`config.mk`:
```
export PLATFORM = sky130hd
export DESIGN_NAME = refresh_sched
export DESIGN_NICKNAME = d
export VERILOG_FILES = /design/src/rtl/refresh_pkg.sv /design/src/rtl/refresh_timer.sv /design/src/rtl/refresh_prio.sv /design/src/rtl/refresh_stagger.sv /design/src/rtl/refresh_lockout.sv /design/src/rtl/refresh_sched.sv
export SDC_FILE = /design/constraint.sdc
export NUM_CORES = 1
export LEC_CHECK = 0
export ABC_CLOCK_PERIOD_IN_PS = 5500
export CAP_MARGIN = 20
export CORE_UTILIZATION = 56
export DETAILED_ROUTE_END_ITERATION = 8
export DONT_BUFFER_PORTS = 1
export PLACE_DENSITY = 0.73
export SLEW_MARGIN = 20
export SYNTH_ARGS = -nofsm -noshare
export SYNTH_HDL_FRONTEND = slang
export SYNTH_SLANG_ARGS = --single-unit
```
`constraint.sdc`:
```
create_clock -name clk -period 5.5 [get_ports clk]
set_input_delay 1.375 -clock clk [delete_from_list [all_inputs] [get_ports clk]]
set_output_delay 1.375 -clock clk [all_outputs]
set_load 0.05 [all_outputs]
```
`src/rtl/refresh_pkg.sv`:
```
package refresh_pkg;

  // Number of further expiries a waiting request tolerates before escalating.
  localparam int unsigned ESCALATE_AFTER = 2;

  // True in the last cycle of a period of 'per' clocks (per of 0 or 1 fires every cycle).
  function automatic logic period_done(input logic [31:0] cnt, input logic [31:0] per);
    return (cnt + 32'd1) >= per;
  endfunction

  // A period must be strictly longer than the recovery window.
  function automatic logic cfg_consistent(input logic [31:0] per, input logic [31:0] rec);
    return per > rec;
  endfunction

endpackage

```
`src/rtl/refresh_timer.sv`:
```
module refresh_timer #(
  parameter int TW = 16
) (
  input  logic          clk,
  input  logic          rst,
  input  logic [TW-1:0] period,
  output logic          expire
);
  import refresh_pkg::*;

  logic [TW-1:0] cnt_q;

  assign expire = period_done(32'(cnt_q), 32'(period));

  always_ff @(posedge clk) begin
    if (rst || expire) cnt_q <= '0;
    else               cnt_q <= cnt_q + 1'b1;
  end
endmodule

```
`src/rtl/refresh_prio.sv`:
```
module refresh_prio (
  input  logic clk,
  input  logic rst,
  input  logic expire,
  input  logic ctrl_busy,
  input  logic other_pending,
  input  logic seq_active,
  output logic req,
  output logic hi,
  output logic grant
);
  import refresh_pkg::*;

  localparam int MW = $clog2(ESCALATE_AFTER + 1);
  localparam logic [MW-1:0] MISS_TOP = MW'(ESCALATE_AFTER);

  logic          req_q;
  logic [MW-1:0] miss_q;

  assign req   = req_q;
  assign hi    = req_q && (miss_q == MISS_TOP);
  assign grant = req_q && !seq_active && !ctrl_busy && (hi || !other_pending);

  always_ff @(posedge clk) begin
    if (rst) begin
      req_q  <= 1'b0;
      miss_q <= '0;
    end else if (grant) begin
      req_q  <= expire;
      miss_q <= '0;
    end else if (expire) begin
      if (!req_q) begin
        req_q  <= 1'b1;
        miss_q <= '0;
      end else if (miss_q != MISS_TOP) begin
        miss_q <= miss_q + 1'b1;
      end
    end
  end
endmodule

```
`src/rtl/refresh_stagger.sv`:
```
module refresh_stagger #(
  parameter int NDEV = 4
) (
  input  logic            clk,
  input  logic            rst,
  input  logic            start,
  output logic [NDEV-1:0] dev_ref,
  output logic            active
);
  localparam int IW = (NDEV > 1) ? $clog2(NDEV) : 1;
  localparam logic [IW-1:0] LAST_IDX = IW'(NDEV - 1);

  logic          active_q;
  logic [IW-1:0] idx_q;
  logic          last;

  assign active = active_q;
  assign last   = active_q && (idx_q == LAST_IDX);

  for (genvar g = 0; g < NDEV; g++) begin : g_strobe
    assign dev_ref[g] = active_q && (idx_q == IW'(g));
  end

  always_ff @(posedge clk) begin
    if (rst) begin
      active_q <= 1'b0;
      idx_q    <= '0;
    end else if (start) begin
      active_q <= 1'b1;
      idx_q    <= '0;
    end else if (active_q) begin
      active_q <= !last;
      idx_q    <= last ? '0 : idx_q + 1'b1;
    end
  end
endmodule

```
`src/rtl/refresh_lockout.sv`:
```
module refresh_lockout #(
  parameter int RW = 8
) (
  input  logic          clk,
  input  logic          rst,
  input  logic          fire,
  input  logic [RW-1:0] recovery,
  output logic          blocked
);
  logic [RW-1:0] cnt_q;

  assign blocked = (cnt_q != '0);

  always_ff @(posedge clk) begin
    if (rst)          cnt_q <= '0;
    else if (fire)    cnt_q <= recovery;
    else if (blocked) cnt_q <= cnt_q - 1'b1;
  end
endmodule

```
`src/rtl/refresh_sched.sv`:
```
module refresh_sched #(
  parameter int NDEV = 4,
  parameter int TW   = 16,
  parameter int RW   = 8
) (
  input  logic            clk,
  input  logic            rst,
  input  logic [TW-1:0]   cfg_interval,
  input  logic [RW-1:0]   cfg_recovery,
  input  logic            ctrl_busy,
  input  logic            other_pending,
  output logic            ref_req,
  output logic            ref_hi,
  output logic            ref_grant,
  output logic            sched_busy,
  output logic [NDEV-1:0] dev_ref,
  output logic [NDEV-1:0] act_block,
  output logic            cfg_bad
);
  import refresh_pkg::*;

  logic [TW-1:0] per_q;
  logic [RW-1:0] rec_q;
  logic          idle;
  logic          tmr_expire;
  logic          seq_active;

  assign idle       = !ref_req && !seq_active;
  assign sched_busy = ref_grant || seq_active;
  assign cfg_bad    = !cfg_consistent(32'(cfg_interval), 32'(cfg_recovery));

  always_ff @(posedge clk) begin
    if (rst || idle) begin
      per_q <= cfg_interval;
      rec_q <= cfg_recovery;
    end
  end

  refresh_timer #(.TW(TW)) u_timer (
    .clk    (clk),
    .rst    (rst),
    .period (per_q),
    .expire (tmr_expire)
  );

  refresh_prio u_prio (
    .clk           (clk),
    .rst           (rst),
    .expire        (tmr_expire),
    .ctrl_busy     (ctrl_busy),
    .other_pending (other_pending),
    .seq_active    (seq_active),
    .req           (ref_req),
    .hi            (ref_hi),
    .grant         (ref_grant)
  );

  refresh_stagger #(.NDEV(NDEV)) u_stagger (
    .clk     (clk),
    .rst     (rst),
    .start   (ref_grant),
    .dev_ref (dev_ref),
    .active  (seq_active)
  );

  for (genvar d = 0; d < NDEV; d++) begin : g_lock
    refresh_lockout #(.RW(RW)) u_lock (
      .clk      (clk),
      .rst      (rst),
      .fire     (dev_ref[d]),
      .recovery (rec_q),
      .blocked  (act_block[d])
    );
  end
endmodule

```
==> qor.txt, run 1 <==
Die Ht - 88.8 um
Vias - 3,135
Fill cells - 605
Internal power - 1.16 mW
Sequential area share after synthesis - 42.7%
Congestion Overflow GR - 0
Area of the core - 7250 sq um
Unique masters post-synth - 50
# diodes - 0
Die ar. - 7880 sq um
Buffers added on ports - 0
Reg power frac - 42.3%
Most frequent cell after synthesis - dfxtp_1
DRT iter0 DRCs - 186
Post-synthesis register bit count - 78
Design Power - 1.83 mW
Initial antenna violation count - 0
Die Width - 88.8 um
DR pass1 iterations - 4
Sink Count - 78
Crit path arrival time - 2620 ps
Pin count of the biggest net entering global routing - 38
Worst Tran Pin Value - 956 ps
H-tree Lvls - 3
Vias in the first global route - 2,969
WL final - 8.37 mm
Fin crit period - 4000 ps
Syn Nets - 524
Worst-Skew Late Latency - 350 ps
Main flop type after synthesis - dfxtp_1
Synthesized area per cell - 9.12 sq um
Post-synth top cells - 54 x dfxtp_1, 50 x nand2_1, 45 x inv_1
Worst-case clock buffer depth - 2
Root Driver - clkbuf_8
Rel. slew slack - 34.6%
Hold Crit Start - u_prio.miss_q[0]
Net Sw Frac - 36.7%
Setup Skew - 9.41 ps
TNS Setup - 0 ps
Max FO, Critical Path - 2
Placer Congestion - 0.875
Setup bufs post-CTS - 0
Combinational fraction of design power - 37.7%
Clock Power Share - 20.0%
Post-CTS sizing - 0
Pins Over Slew Limit - 0
Fmax - 0.250 GHz
Row count - 31
Setup CP Type - input pin to output port
Post-synth ARST share - 0%
Top cells by area, synth - dfxtp_1 26%, edfxtp_1 17%, ha_1 10%
Mapped Area - 4220 sq um
Total track usage - 23.4%
Layout cell share with drive strength beyond 1 - 5.86%
Synthesis warning total - 0
Layout Area Growth over Synthesis - 4.33%
Cell Pwr Density - 416 nW/um^2
Max-cap viol count - 0
Final ANT Viol Nets - 0
Routed len/inst - 15.0 um
Remaining DRCs - 0
Startpoint type of the worst setup path - input pin
DP Wirelength - 6.21 mm
Initial core utilization - 58.1%
Post-synth EDFFs - 24
Peak supply drop - 0.211 mV
Clock Pin Slew Worst Setup and Hold Paths - 70 ps
Global-route wire length before repair - 13.7 mm
Final nets - 518
Critical register-to-register path startpoint - u_timer.cnt_q[0]
Setup crit end kind - output port
LEAKAGE - 1.90 nW
CP required - 4120 ps
RSZ-0062 raised after global routing - false
Cts bufs inserted - 9
Synth top area share - 25.6%
Status - finished, final reports clean
CP startpoint - cfg_recovery[5]
Min-Delay Path Class - flop to flop
Final setup viols - 0
Largest area contributor in the netlist - dfxtp_1
CTS tree - built
Routed vias/inst - 5.60
Final Cycle Share - 72.7%
# IOs - 41
Final Hold Violating Endpoints - 0
Net switching power figure - 0.671 mW
Cts hold-fix bufs - 0
Post-Syn Instances - 462
-- metal layers --
layer,up-vias,track usage (%),part of all wire [%]
met4,0,11.3,1.7
met1,1469,31.0,48
met3,13,5.69,5.9
li1,1586,-,-
met5,-,0,0
met2,67,36.1,45
-- power groups by stage --
stage / combinational, mW / sequential [mW] / clock [mW]
final: 0.690 / 0.773 / 0.365
after global routing: 0.781 / 0.787 / 0.395
after CTS: 0.693 / 0.772 / 0.374
after detailed placement: 0.688 / 0.784 / 0
after global placement: 0.663 / 0.780 / 0
after floorplan: 0.649 / 0.763 / 0
-- per-stage QoR --
stage               hold slack, ps  area (sq um)  std cells  setup WS, ps  util, %
finish                         503          4400        560          1500     60.6
global route                   537          4400        560          1360     60.6
CTS                            502          4400        560          1480     60.6
detailed placement             482          4240        544          1480     58.5
global placement               479          4240        544          1490     58.5
floorplan                      452          4220        462          1170        -
-- state kept, by name, summed over array words and instances (netlist names) --
signal,count
u_timer.cnt_q,16
rec_q,8
per_q,16
u_stagger.active,1
g_lock.u_lock.cnt_q,32
u_stagger.idx_q,2
u_prio.miss_q,2
u_prio.req,1
-- cell type report --
class | count | area [sq um] | area share, %
Inverter | 46 | 173 | 3.93
Tap cell | 99 | 124 | 2.82
Clock buffer | 11 | 131 | 2.99
Clock inverter | 5 | 26.3 | 0.597
Timing Repair Buffer | 2 | 15.0 | 0.341
Multi-Input combinational cell | 319 | 2130 | 48.4
Sequential cell | 78 | 1800 | 41.0
-- worst max-delay path, stage by stage --
cell	delay, ps
inv_1	20
ha_1	280
a21o_1	160
a21o_1	160
a21oi_1	160
o21ai_0	110
a21oi_1	140
buf_4	210
-- path summary, 6_finish.rpt --
| check | to | slack (ps) | depth (start not counted) |
|---|---|---|---|
| max reg2reg | u_timer.cnt_q[7] | 1990 | 10 |
| min reg2reg | u_prio.miss_q[0] | 500 | 2 |
| min | u_prio.miss_q[0] | 500 | 2 |
| max | cfg_bad | 1500 | 8 |
-- cells by family (layout without fill, tap and decap cells) --
group                      count (synthesis)  in the layout  share of synthesized area (%)
and+or+nand+nor                          181            181                           22.3
xor gates and xnor gates                  27             27                           5.61
muxes                                      8              8                           1.96
AOI/OAI and AO/OA                         69             69                           10.4
DFF                                       78             78                           42.7
adders and majority gates                 34             34                           10.1
buffers and inverters                     65             64                           6.89
-- cell usage in the layout (no fill, tap or decap), types with 3 or more instances in the layout --
cell type and n:
o21ai_0 4, xnor2_1 14, nand4_1 8, a21oi_1 29, nand3_1 16, nor2_1 35, or3_1 3, xor2_1 13
mux2i_1 6, nor3_1 13, nand2b_1 6, nor3b_1 3, clkinv_2 4, dfxtp_1 54, a311oi_1 3, edfxtp_1 24
ha_1 34, or4_1 4, o211ai_1 4, nor4_1 5, a211oi_1 12, clkbuf_8 9, a21o_1 3, o31ai_1 4
nand2_1 50, nor2b_1 22, inv_1 45, or4b_2 3
Power figures use the tool's default switching activity.
==> inputs of run 2 (changes only) <==
ABC_CLOCK_PERIOD_IN_PS = 3600   (was 5500)
PLACE_DENSITY = 0.76   (was 0.73)
clock period = 3.6 ns   (was 5.5 ns; I/O delays follow)
==> run 2 against run 1 <==
  * Final cell count is 0.18% higher
  * Combinational power grew 54%
  * Global-route usage down 0.21 points
  * Core utilization is 1.2 points higher
  * Sequential power increased by 53%
  * Highest routed layer unchanged
  * Count of clock-buffer cells in the layout increased by 1
  * First-iteration DRC count shrank 13%
==> qor.txt, run 2 (synthesized netlist as in run 1, its figures left out) <==
Fin crit period - 3210 ps
Global-route wire length before repair - 13.5 mm
Total track usage - 23.2%
Pins Over Slew Limit - 0
Remaining DRCs - 0
Worst-case clock buffer depth - 2
CP required - 3880 ps
Final nets - 519
Final cell count without fillers - 561
Vias - 3,115
Max-cap viol count - 0
R2R setup slack - 390 ps
Sink Count - 78
Largest register FFs - 32
Setup CP Type - flop to flop
Cell Pwr Density - 667 nW/um^2
DR pass1 iterations - 5
Area occupied by multi-input gates - 2130 sq um
Reg-to-Reg End - u_timer.cnt_q[10]
Row count - 31
Die ar. - 7880 sq um
Final ANT Viol Nets - 0
Congestion Overflow GR - 0
CP startpoint - u_timer.cnt_q[4]
Setup WS post-layout - 390 ps
LEAKAGE - 1.94 nW
Min-Delay Path Class - flop to flop
Reg2Reg Depth - 10
Final Hold Violating Endpoints - 0
Root Driver - clkbuf_8
Initial core utilization - 58.1%
Final Cycle Share - 89.2%
Most flops, register - g_lock.u_lock.cnt_q
Design Power - 2.99 mW
Status - finished, final reports clean
Final setup viols - 0
Die Width - 88.8 um
Peak supply drop - 0.401 mV
Rel. slew slack - 27.0%
Hold depth - 1
Pin count of the biggest net entering global routing - 38
# IOs - 41
Worst Tran Pin Value - 1070 ps
DP Wirelength - 6.14 mm
Fmax - 0.312 GHz
Hold Crit Start - u_timer.cnt_q[0]
Commonest non-fill, non-tap cell in the layout - dfxtp_1
Vias in the first global route - 2,935
Layout cell share with drive strength beyond 1 - 6.49%
Fill cells - 613
WL final - 8.36 mm
Register area - 1800 sq um
Placed cells - 545
Cts bufs inserted - 9
Critical-path top delay cell - or4_4
Area of the core - 7250 sq um
H-tree Lvls - 3
Max FO, Critical Path - 16
Crit-path cells - nand3_1, or2_2, nor3b_1, xor2_1, ha_1, a21oi_1, o221ai_1, a211o_1, or4_4, nor2b_1
Post-CTS sizing - 0
Die Ht - 88.8 um
Critical register-to-register path startpoint - u_timer.cnt_q[4]
Cts hold-fix bufs - 0
Routed len/inst - 14.9 um
DRT iter0 DRCs - 162
Setup Skew - 10.9 ps
Layout Area Growth over Synthesis - 6.38%
Setup crit end kind - flop
Buffers added on ports - 0
Routed vias/inst - 5.55
Hold slack - 498 ps
TNS Setup - 0 ps
Clock Pin Slew Worst Setup and Hold Paths - 80 ps
RSZ-0062 raised after global routing - false
Crit path arrival time - 3490 ps
Initial antenna violation count - 0
Worst-Skew Late Latency - 360 ps
Startpoint type of the worst setup path - flop
Most frequent cells in the layout - 54 x dfxtp_1, 50 x nand2_1, 45 x inv_1, 35 x nor2_1, 34 x ha_1
Placer Congestion - 0.850
Delay of the slowest critical-path stage - 650 ps
Top Registers - g_lock.u_lock.cnt_q x32, per_q x16, u_timer.cnt_q x16
Place WS - 435 ps
Setup bufs post-CTS - 0
# diodes - 0
CTS tree - built
Hold Path Sink - u_timer.cnt_q[0]
-- run 2: how the worst max path moves through the flow --
stage                              endpoint  slack, ps  cells past startpoint
after floorplan                     cfg_bad        220                      7
after global placement    u_timer.cnt_q[14]        520                     10
after detailed placement  u_timer.cnt_q[10]        430                     10
after CTS                      act_block[1]        400                      4
after global routing      u_timer.cnt_q[15]        130                     11
final                     u_timer.cnt_q[10]        390                     10
-- run 2: final cells by class --
type                       count  share of cell area (%)
clock buffer                  12                    4.19
clock inverter                 4                    1.09
inverter                      46                    3.85
multi-input combinational    319                    47.4
sequential                    78                    40.2
tap                           99                    2.76
timing repair buffer           3                   0.502
-- run 2: critical path, delay by kind of cell, from the launching register on --
kind | cells | cell delay [ps]
AND/OR/NAND/NOR | 5 | 1620
AO/OA/AOI/OAI | 3 | 640
flip-flops | 1 | 380
adder cells (fa/ha/maj) | 1 | 280
XOR/XNOR | 1 | 230
-- run 2: metrics by stage --
step	util (%)	area, sq um
3_3_place_gp	58.6	4250
4_1_cts	61.8	4480
2_1_floorplan	-	4220
3_5_place_dp	58.6	4250
6_report	61.8	4480
5_1_grt	61.8	4480
-- run 2: power breakdown --
| part | switching (mW) | total (mW) | internal, mW |
|---|---|---|---|
| logic | 0.595 | 1.06 | 0.465 |
| registers | 0.129 | 1.18 | 1.05 |
| clock network | 0.326 | 0.748 | 0.422 |
-- run 2: layer usage --
metal / global-route usage [%] / up-vias / part of all wire [%]
li1: - / 1585 / -
met1: 30.9 / 1436 / 47
met2: 36.0 / 81 / 45
met3: 5.97 / 13 / 6.8
met4: 9.68 / 0 / 1.5
met5: 0 / - / 0
==> inputs of run 3 (changes only) <==
CAP_MARGIN = unset   (was 20)
PLACE_DENSITY = 0.74   (was 0.76)
==> run 3 against run 2 <==
  * Sequential share of layout area rose by 0.77 points
  * Critical path type unchanged
  * Count of clock-buffer cells in the layout rose by 2
  * Worst hold slack improved by 2.7 ps
  * Setup slack improved by 5.4 ps
  * Critical path depth did not move
  * Core utilization fell by 1.2 points
  * Critical endpoint is now u_timer.cnt_q[3]
  * Die area did not move
  * Via count fell by 0.74%
  * Power fell by 6.8%
  * Clock power fell by 26%
==> qor.txt, run 3 (synthesized netlist as in run 1, its figures left out) <==
H-tree Lvls - 3
R2R setup slack - 400 ps
Row count - 31
Pins Over Slew Limit - 0
Peak supply drop - 0.319 mV
Worst-case clock buffer depth - 2
# diodes - 0
Rel. slew slack - 39.7%
Status - finished, final reports clean
Setup bufs post-CTS - 0
Combinational fraction of design power - 37.7%
Fin crit period - 3200 ps
Crit path arrival time - 3490 ps
Most frequent cells in the layout - 54 x dfxtp_1, 50 x nand2_1, 45 x inv_1, 35 x nor2_1, 34 x ha_1
Reg2Reg Depth - 10
Critical-path top delay cell - or4_4
Net Sw Frac - 36.6%
Setup CP Type - flop to flop
Delay of the slowest critical-path stage - 650 ps
CP Buf/Inv Count - 0
Reg-to-Reg End - u_timer.cnt_q[3]
Largest register FFs - 32
RSZ-0062 raised after global routing - false
# IOs - 41
DP Wirelength - 6.15 mm
Final nets - 519
Max FO, Critical Path - 16
Most flops, register - g_lock.u_lock.cnt_q
Placer Congestion - 0.788
Reg power frac - 42.4%
CP endpoint - u_timer.cnt_q[3]
Hold slack - 501 ps
DR pass1 iterations - 4
Clock Power Share - 19.9%
CTS tree - built
Setup Skew - 7.17 ps
Remaining DRCs - 0
Critical register-to-register path startpoint - u_timer.cnt_q[4]
Top Family by Delay on Critical Path - simple AND/OR/NAND/NOR gates
Internal power - 1.77 mW
Crit-path cells - nand3_1, or2_2, nor3b_1, xor2_1, ha_1, a21oi_1, o221ai_1, a211o_1, or4_4, nor2b_1
Initial core utilization - 58.1%
Die Ht - 88.8 um
CP startpoint - u_timer.cnt_q[4]
Layout Area Growth over Synthesis - 4.39%
Min-Delay Path Class - flop to flop
Cts bufs inserted - 9
Cts hold-fix bufs - 0
Area of the core - 7250 sq um
Net switching power figure - 1.02 mW
Pin count of the biggest net entering global routing - 38
Startpoint type of the worst setup path - flop
Final Cycle Share - 89.0%
Worst-Skew Late Latency - 350 ps
WL final - 8.38 mm
Die ar. - 7880 sq um
Root Driver - clkbuf_8
Worst Tran Pin Value - 882 ps
Buffers added on ports - 0
Max-cap viol count - 0
Vias in the first global route - 2,910
Setup crit end kind - flop
Routed vias/inst - 5.51
Final ANT Viol Nets - 0
Total track usage - 23.5%
Global-route wire length before repair - 13.6 mm
Post-CTS sizing - 0
Layout cell share with drive strength beyond 1 - 5.41%
Fmax - 0.312 GHz
CP required - 3890 ps
Commonest non-fill, non-tap cell in the layout - dfxtp_1
Congestion Overflow GR - 0
Crit path depth - 10
TNS Setup - 0 ps
Sink Count - 78
Clock Pin Slew Worst Setup and Hold Paths - 80 ps
Routed len/inst - 14.9 um
Final Hold Violating Endpoints - 0
DRT iter0 DRCs - 215
Cell Pwr Density - 634 nW/um^2
LEAKAGE - 1.89 nW
Die Width - 88.8 um
Final setup viols - 0
Vias - 3,092
Top Registers - g_lock.u_lock.cnt_q x32, per_q x16, u_timer.cnt_q x16
Initial antenna violation count - 0
run 3: power by group through the flow:
stage | combinational [mW] | clock, mW | sequential [mW]
floorplan | 0.991 | 0 | 1.17
global placement | 1.01 | 0 | 1.19
detailed placement | 1.05 | 0 | 1.20
CTS | 1.06 | 0.564 | 1.18
global route | 1.19 | 0.602 | 1.20
finish | 1.05 | 0.555 | 1.18
run 3: final cells by class:
| class | count | area, sq um |
|---|---|---|
| Fill cell | 631 | 2850 |
| Multi-Input combinational cell | 319 | 2130 |
| Sequential cell | 78 | 1800 |
| Inverter | 46 | 173 |
| Clock buffer | 14 | 143 |
| Tap cell | 99 | 124 |
| Timing Repair Buffer | 3 | 22.5 |
| Clock inverter | 2 | 10.0 |
run 3: how the worst min path moves through the flow:
stage	startpoint	to	depth (start not counted)
6_report	u_timer.cnt_q[0]	u_timer.cnt_q[0]	1
5_1_grt	u_prio.miss_q[1]	u_prio.miss_q[1]	2
4_1_cts	u_prio.miss_q[1]	u_prio.miss_q[1]	2
3_3_place_gp	u_timer.cnt_q[0]	u_timer.cnt_q[0]	1
3_5_place_dp	u_timer.cnt_q[0]	u_timer.cnt_q[0]	1
2_1_floorplan	u_timer.cnt_q[0]	u_timer.cnt_q[0]	1
run 3: per-stage QoR:
stage | cells | total power, mW | setup WS (ps) | cell area, sq um | utilization [%]
floorplan | 462 | 2.16 | 222 | 4220 | -
finish | 561 | 2.79 | 395 | 4400 | 60.7
global placement | 545 | 2.20 | 514 | 4250 | 58.6
global route | 561 | 2.99 | 116 | 4400 | 60.7
CTS | 561 | 2.80 | 400 | 4400 | 60.7
detailed placement | 545 | 2.25 | 445 | 4250 | 58.6
run 3: layer usage:
metal  vias to the layer above  global-route usage, %  wire (um)
li1                       1587                      -          -
met1                      1401                   31.8       3890
met2                        91                   36.5       3780
met3                        13                   4.48        544
met4                         0                   11.0        165
met5                         -                      0          0
